`src/rtl/sram_bridge_pkg.sv`:
```
package sram_bridge_pkg;

  typedef enum logic [2:0] {
    ST_IDLE   = 3'd0,
    ST_READ   = 3'd1,
    ST_WSETUP = 3'd2,
    ST_WPULSE = 3'd3,
    ST_WHOLD  = 3'd4
  } bstate_t;

  localparam int BYTE_W = 8;

endpackage

```
`src/rtl/sram_bridge_wait_cnt.sv`:
```
module sram_bridge_wait_cnt #(
  parameter int CNT_W = 2
) (
  input  logic             clk,
  input  logic             rst_n,
  input  logic             load,
  input  logic [CNT_W-1:0] load_val,
  input  logic             en,
  output logic             last
);

  logic [CNT_W-1:0] cnt_q;
  logic [CNT_W-1:0] cnt_d;

  always_comb begin
    cnt_d = cnt_q;
    if (load) begin
      cnt_d = load_val;
    end else if (en && (cnt_q != '0)) begin
      cnt_d = cnt_q - 1'b1;
    end
  end

  always_ff @(posedge clk or negedge rst_n) begin
    if (!rst_n) begin
      cnt_q <= '0;
    end else begin
      cnt_q <= cnt_d;
    end
  end

  assign last = (cnt_q == '0);

endmodule

```
`src/rtl/sram_bridge_ctrl.sv`:
```
module sram_bridge_ctrl
  import sram_bridge_pkg::*;
#(
  parameter int LANES   = 2,
  parameter int RD_WAIT = 2,
  parameter int WR_WAIT = 2,
  parameter int CNT_W   = 2
) (
  input  logic             clk,
  input  logic             rst_n,
  input  logic             req_valid,
  input  logic             req_write,
  input  logic [LANES-1:0] req_mask,
  input  logic             cnt_last,
  output logic             req_ready,
  output logic             accept,
  output logic             rd_zero,
  output logic             cnt_load,
  output logic [CNT_W-1:0] cnt_val,
  output logic             cnt_en,
  output logic             capture,
  output bstate_t          state
);

  localparam logic [CNT_W-1:0] RD_LOAD = CNT_W'(RD_WAIT - 1);
  localparam logic [CNT_W-1:0] WR_LOAD = CNT_W'(WR_WAIT - 1);

  bstate_t state_q;
  bstate_t state_d;
  logic    mask_none;

  assign mask_none = (req_mask == '0);
  assign req_ready = (state_q == ST_IDLE);
  assign accept    = req_ready && req_valid;

  always_comb begin
    state_d  = state_q;
    rd_zero  = 1'b0;
    cnt_load = 1'b0;
    cnt_val  = '0;
    cnt_en   = 1'b0;
    capture  = 1'b0;
    unique case (state_q)
      ST_IDLE: begin
        if (accept) begin
          if (mask_none) begin
            rd_zero = !req_write;
          end else if (req_write) begin
            state_d = ST_WSETUP;
          end else begin
            state_d  = ST_READ;
            cnt_load = 1'b1;
            cnt_val  = RD_LOAD;
          end
        end
      end
      ST_READ: begin
        if (cnt_last) begin
          capture = 1'b1;
          state_d = ST_IDLE;
        end else begin
          cnt_en = 1'b1;
        end
      end
      ST_WSETUP: begin
        state_d  = ST_WPULSE;
        cnt_load = 1'b1;
        cnt_val  = WR_LOAD;
      end
      ST_WPULSE: begin
        if (cnt_last) begin
          state_d = ST_WHOLD;
        end else begin
          cnt_en = 1'b1;
        end
      end
      ST_WHOLD: begin
        state_d = ST_IDLE;
      end
      default: begin
        state_d = ST_IDLE;
      end
    endcase
  end

  always_ff @(posedge clk or negedge rst_n) begin
    if (!rst_n) begin
      state_q <= ST_IDLE;
    end else begin
      state_q <= state_d;
    end
  end

  assign state = state_q;

endmodule

```
`src/rtl/sram_bridge_dpath.sv`:
```
module sram_bridge_dpath
  import sram_bridge_pkg::*;
#(
  parameter int ADDR_W = 20,
  parameter int DATA_W = 16,
  parameter int LANES  = DATA_W / BYTE_W
) (
  input  logic              clk,
  input  logic              rst_n,
  input  logic              accept,
  input  logic              rd_zero,
  input  logic              capture,
  input  bstate_t           state,
  input  logic [ADDR_W-1:0] req_addr,
  input  logic [DATA_W-1:0] req_wdata,
  input  logic [LANES-1:0]  req_mask,
  input  logic [DATA_W-1:0] dq_i,
  output logic              rsp_valid,
  output logic [DATA_W-1:0] rsp_rdata,
  output logic [ADDR_W-1:0] pin_addr,
  output logic              pin_ce1_n,
  output logic              pin_ce2,
  output logic              pin_we_n,
  output logic              pin_oe_n,
  output logic [LANES-1:0]  pin_lane_n,
  output logic [DATA_W-1:0] pin_dq_o,
  output logic              pin_dq_oe
);

  logic [ADDR_W-1:0] addr_q;
  logic [DATA_W-1:0] wdata_q;
  logic [LANES-1:0]  mask_q;
  logic              rsp_q;
  logic              selected;
  logic              rsp_load;

  // request registers, loaded only on acceptance
  always_ff @(posedge clk or negedge rst_n) begin
    if (!rst_n) begin
      addr_q  <= '0;
      wdata_q <= '0;
      mask_q  <= '0;
    end else if (accept) begin
      addr_q  <= req_addr;
      wdata_q <= req_wdata;
      mask_q  <= req_mask;
    end
  end

  assign rsp_load = capture || rd_zero;

  always_ff @(posedge clk or negedge rst_n) begin
    if (!rst_n) begin
      rsp_q <= 1'b0;
    end else begin
      rsp_q <= rsp_load;
    end
  end

  // per-lane capture with zero fill for masked-off lanes
  for (genvar g = 0; g < LANES; g++) begin : g_lane
    logic [BYTE_W-1:0] byte_q;
    logic [BYTE_W-1:0] byte_d;

    always_comb begin
      byte_d = '0;
      if (capture && mask_q[g]) begin
        byte_d = dq_i[g*BYTE_W +: BYTE_W];
      end
    end

    always_ff @(posedge clk or negedge rst_n) begin
      if (!rst_n) begin
        byte_q <= '0;
      end else if (rsp_load) begin
        byte_q <= byte_d;
      end
    end

    assign rsp_rdata[g*BYTE_W +: BYTE_W] = byte_q;
    assign pin_lane_n[g] = !(selected && mask_q[g]);
  end

  assign selected  = (state != ST_IDLE);
  assign rsp_valid = rsp_q;
  assign pin_addr  = addr_q;
  assign pin_dq_o  = wdata_q;
  assign pin_ce1_n = !selected;
  assign pin_ce2   = selected;
  assign pin_we_n  = (state != ST_WPULSE);
  assign pin_oe_n  = (state != ST_READ);
  assign pin_dq_oe = (state == ST_WSETUP) || (state == ST_WPULSE) ||
                     (state == ST_WHOLD);

endmodule

```
`src/rtl/sram_bridge.sv`:
```
module sram_bridge
  import sram_bridge_pkg::*;
#(
  parameter int ADDR_W  = 20,
  parameter int DATA_W  = 16,
  parameter int RD_WAIT = 2,
  parameter int WR_WAIT = 2
) (
  input  logic                     clk,
  input  logic                     rst_n,
  input  logic                     req_valid,
  output logic                     req_ready,
  input  logic                     req_write,
  input  logic [ADDR_W-1:0]        req_addr,
  input  logic [DATA_W-1:0]        req_wdata,
  input  logic [DATA_W/BYTE_W-1:0] req_mask,
  output logic                     rsp_valid,
  output logic [DATA_W-1:0]        rsp_rdata,
  output logic [ADDR_W-1:0]        sram_addr,
  output logic                     sram_ce1_n,
  output logic                     sram_ce2,
  output logic                     sram_we_n,
  output logic                     sram_oe_n,
  output logic [DATA_W/BYTE_W-1:0] sram_lane_n,
  output logic [DATA_W-1:0]        sram_dq_o,
  output logic                     sram_dq_oe,
  input  logic [DATA_W-1:0]        sram_dq_i
);

  localparam int LANES    = DATA_W / BYTE_W;
  localparam int MAX_WAIT = (RD_WAIT > WR_WAIT) ? RD_WAIT : WR_WAIT;
  localparam int CNT_W    = (MAX_WAIT > 1) ? $clog2(MAX_WAIT) : 1;

  logic             accept;
  logic             rd_zero;
  logic             cnt_load;
  logic [CNT_W-1:0] cnt_val;
  logic             cnt_en;
  logic             cnt_last;
  logic             capture;
  bstate_t          state;

  sram_bridge_ctrl #(
    .LANES  (LANES),
    .RD_WAIT(RD_WAIT),
    .WR_WAIT(WR_WAIT),
    .CNT_W  (CNT_W)
  ) u_ctrl (
    .clk      (clk),
    .rst_n    (rst_n),
    .req_valid(req_valid),
    .req_write(req_write),
    .req_mask (req_mask),
    .cnt_last (cnt_last),
    .req_ready(req_ready),
    .accept   (accept),
    .rd_zero  (rd_zero),
    .cnt_load (cnt_load),
    .cnt_val  (cnt_val),
    .cnt_en   (cnt_en),
    .capture  (capture),
    .state    (state)
  );

  sram_bridge_wait_cnt #(
    .CNT_W(CNT_W)
  ) u_wait (
    .clk     (clk),
    .rst_n   (rst_n),
    .load    (cnt_load),
    .load_val(cnt_val),
    .en      (cnt_en),
    .last    (cnt_last)
  );

  sram_bridge_dpath #(
    .ADDR_W(ADDR_W),
    .DATA_W(DATA_W),
    .LANES (LANES)
  ) u_dpath (
    .clk       (clk),
    .rst_n     (rst_n),
    .accept    (accept),
    .rd_zero   (rd_zero),
    .capture   (capture),
    .state     (state),
    .req_addr  (req_addr),
    .req_wdata (req_wdata),
    .req_mask  (req_mask),
    .dq_i      (sram_dq_i),
    .rsp_valid (rsp_valid),
    .rsp_rdata (rsp_rdata),
    .pin_addr  (sram_addr),
    .pin_ce1_n (sram_ce1_n),
    .pin_ce2   (sram_ce2),
    .pin_we_n  (sram_we_n),
    .pin_oe_n  (sram_oe_n),
    .pin_lane_n(sram_lane_n),
    .pin_dq_o  (sram_dq_o),
    .pin_dq_oe (sram_dq_oe)
  );

endmodule

```
`config.mk`:
```
export PLATFORM = sky130hd
export DESIGN_NAME = sram_bridge
export DESIGN_NICKNAME = d
export VERILOG_FILES = /design/src/rtl/sram_bridge_pkg.sv /design/src/rtl/sram_bridge_wait_cnt.sv /design/src/rtl/sram_bridge_ctrl.sv /design/src/rtl/sram_bridge_dpath.sv /design/src/rtl/sram_bridge.sv
export SDC_FILE = /design/constraint.sdc
export NUM_CORES = 1
export LEC_CHECK = 0
export BUFFER_PORTS_ARGS = -buffer_cell sky130_fd_sc_hd__buf_2
export CAP_MARGIN = 20
export CORE_AREA = 2 2 74 76
export CTS_CLUSTER_SIZE = 25
export DETAILED_ROUTE_END_ITERATION = 8
export DIE_AREA = 0 0 76 78
export PLACE_DENSITY = 0.82
export SLEW_MARGIN = 20
export SYNTH_ARGS = -nofsm -noshare
export SYNTH_HDL_FRONTEND = slang
export SYNTH_HIERARCHICAL = 1
export SYNTH_SLANG_ARGS = --single-unit
```
`constraint.sdc`:
```
create_clock -name clk -period 2.7 [get_ports clk]
set_input_delay 0.54 -clock clk [delete_from_list [all_inputs] [get_ports clk]]
set_output_delay 0.54 -clock clk [all_outputs]
set_load 0.03 [all_outputs]
```
==> out/metrics.yaml <==
status:
  status: "complete, no violations"
timing:
  period_share_pct: 77.8
  finalSetupTns_ns: 0
  holdWs_ns: 0.222
  drv_slew: 0
  worst_pin_slew_ns: 0.612
  skew_ns: 0.00784
  slew_headroom_pct: 59.2
  rsz0062_at_grt: "no"
  finalSetupViolations: 0
  timing_hold_violations_final: 0
  fin_crit_ns: 2.10
  worst_slack_ns: 0.600
  max_freq_ghz: 0.476
floorplanning:
  core_um2: 5040
  ios: 119
  die_h_um: 78
  die_x_um: 76
  initial_core_util_pct: 48.1
  row_count: 26
  die_area_um2: 5930
global_route:
  grt_usage_pct: 18.8
  grt_pass1_wl_um: 8530
  grt_max_degree: 29
  antenna_found_initial: 0
  grt_pass1_vias: 1750
  grt-ovfl-total: 0
routing:
  drt_first_pass_iters: 4
  drc_errors: 0
  drt-initial-drc-count: 54
  route.vias.total: 1718
  wl_um: 5250
  vias_per_cell: 4.89
  wl_per_cell_um: 14.9
  antenna_left: 0
worst_setup_path:
  critPathKind: "reg -> out"
  crit_fanout: 13
  cp_slowest_cell: "dfrtp_1"
  path_delay_family: "flip-flops"
  start_kind: "flop"
  critPathMaxStageDelay_ns: 0.58
  cp_cell_sequence: "or3b_2 > buf_2"
  cp_data_required_time_ns: 2.16
  end_kind: "output pin"
  crit_buf_inv: 1
  arrival_ns: 1.56
clocking:
  root_buffer: "clkbuf_8"
  h-tree-depth: 3
  cts-hold-fix-buffers: 0
  cts.sink_count: 59
  cts_setup_buffers: 0
  clkSlewWorstSetupHoldPaths_ns: 0.07
  cts_tree: "yes"
  clk-insertion-delay-late_ns: 0.32
  numCtsBuffers: 9
  clk_path_buf_depth: 2
  ctsResizeCount: 0
job:
  cap_violations: 0
finish:
  multi_input_area_um2: 865
  finalNonFillerCells: 351
  final_nets: 334
  drive_above_1_share_pct: 65.5
  antenna_cells: 0
  n_fill_cell: 390
  syn2layout_area_growth_pct: 34.3
  regArea_um2: 1480
  stdcell_area_um2: 3260
  final_core_util_pct: 64.6
place:
  dp_slack_ns: 0.752
  dpl-instance-area_um2: 3070
  dp_cells: 335
  gp_congestion: 0.804
  io_buffer_count: 118
  dp_hpwl_um: 3900
synthesis:
  syn-num-nets: 211
  synth_warnings: 6
  synth_cells: 153
  seq_area_frac_synth_pct: 60.9
  synth_cell_types: 28
  synth_area_per_cell_um2: 15.9
  syn_area_um2: 2430
  ys_seq_elements: 59
power:
  power_density_nw_per_um2: 1530
  finalPower_mw: 4.97
  pwr-share-clk_pct: 15.5
  switching_share_pct: 43.9
  switchingPower_mw: 2.18
  p_int_mw: 2.79
  combinationalPowerShare_pct: 51.9
  p_leak_nw: 1.68
  seq_power_share_pct: 32.6
  max-vdd-ir-drop_v: 0.000798
min_path:
  hold_class: "in -> async"
synth_stat cells:
cell      number  area share (%)
mux2_2        19             8.8
o21ai_0        1            0.21
nand3b_1       1            0.31
nor3b_1        1            0.31
a22o_1        16             5.8
mux2_4        20              12
o21a_1         1            0.31
nor3_4         1            0.67
inv_1          2            0.31
nand2b_1       1            0.26
and4bb_2       1            0.52
buf_2          3            0.62
a21oi_1        1            0.21
and4b_2        1            0.46
buf_4          2            0.62
o31ai_2        1            0.52
dfrtp_1       59              61
inv_2          1            0.15
nor3_1         2            0.41
or3b_2         1            0.36
o41ai_1        1            0.36
nor4b_4        1            0.98
nor2_1         4            0.62
nor2_4         1            0.46
a32o_1         1            0.41
and2_1         3            0.77
nand2_1        3            0.46
buf_6          4             1.9
layer usage:
layer / global-route usage [%] / vias to the layer above / routed length, um
met2: 30.4 / 90 / 2490
met3: 4.77 / 12 / 381
li1: - / 799 / -
met1: 23.2 / 817 / 2250
met4: 10.5 / 0 / 123
met5: 0 / - / 0
state kept, by name (all words and copies together), names as in the netlist:
name                   flops
u_dpath/mask_q             2
u_dpath/rsp_valid          1
u_dpath/pin_addr          20
u_dpath/pin_dq_o          16
u_dpath/g_lane.byte_q     16
u_wait/cnt_q               1
u_ctrl/state               3
worst paths after layout:
| path | cells past startpoint | slack (ns) | startpoint | endpoint |
|---|---|---|---|---|
| setup / recovery | 2 | 0.60 | u_ctrl/state[0]$_DFFE_PN0P_ | sram_oe_n |
| hold / removal | 1 | 0.22 | rst_n | u_dpath/pin_addr[8]$_DFFE_PN0P_ |
| setup reg to reg | 4 | 0.75 | u_ctrl/state[2]$_DFFE_PN0P_ | u_dpath/pin_dq_o[15]$_DFFE_PN0P_ |
| hold reg to reg | 1 | 0.50 | u_dpath/g_lane[1].byte_q[2]$_DFFE_PN0P_ | u_dpath/g_lane[1].byte_q[2]$_DFFE_PN0P_ |
| max in group asynchronous | 2 | 1.78 | rst_n | u_dpath/g_lane[1].byte_q[1]$_DFFE_PN0P_ |
| min in group clk | 2 | 0.43 | sram_dq_i[6] | u_dpath/g_lane[0].byte_q[6]$_DFFE_PN0P_ |
layout make-up:
cell class / instances / share of cell area [%]
flip-flops and latches: 59 / 45.3
repair buffers: 121 / 19.2
well taps: 70 / 2.69
clock buffers: 11 / 4.34
multi-input cells: 82 / 26.5
clock inverters: 5 / 1.61
inverters: 3 / 0.345
placed cells by master, fill, tap and decap left out, drive strengths merged:
cell and n:
nor3 3, and4b 1, nor4b 1, nand2b 1, o41ai 1, nand3b 1
a22o 16, buf 121, and4bb 1, o21a 1, nand2 3, o31ai 1
nor3b 1, dfrtp 59, o21ai 1, bufinv 1, clkinv 3, or3b 1
mux2 39, nor2 5, clkinvlp 1, clkbuf 11, a32o 1, and2 3
inv 3, a21oi 1
worst reg2reg max path: cells and delay by family, from the launching register on:
family	cells	cell delay, ns
buf+inv	1	0.26
simple gates	2	0.69
mux	1	0.37
flops	1	0.52
power by group through the flow:
stage               combinational [mW]  sequential (mW)  clock, mW
CTS                               2.60             1.62      0.805
global route                      2.70             1.68      0.856
global placement                  2.54             1.61          0
finish                            2.58             1.62      0.773
detailed placement                2.60             1.62          0
floorplan                         1.14             2.41          0
logic make-up (layout without fill, tap and decap cells):
family                 count (synthesis)  count (layout)  share of synthesized area [%]
flip-flops                            59              59                           60.9
multiplexers                          39              39                           21.2
AO/OA/AOI/OAI                         22              22                           7.79
AND/OR/NAND/NOR                       21              21                           6.60
buffers and inverters                 12             140                           3.56
(Power assumes the default switching activity.)
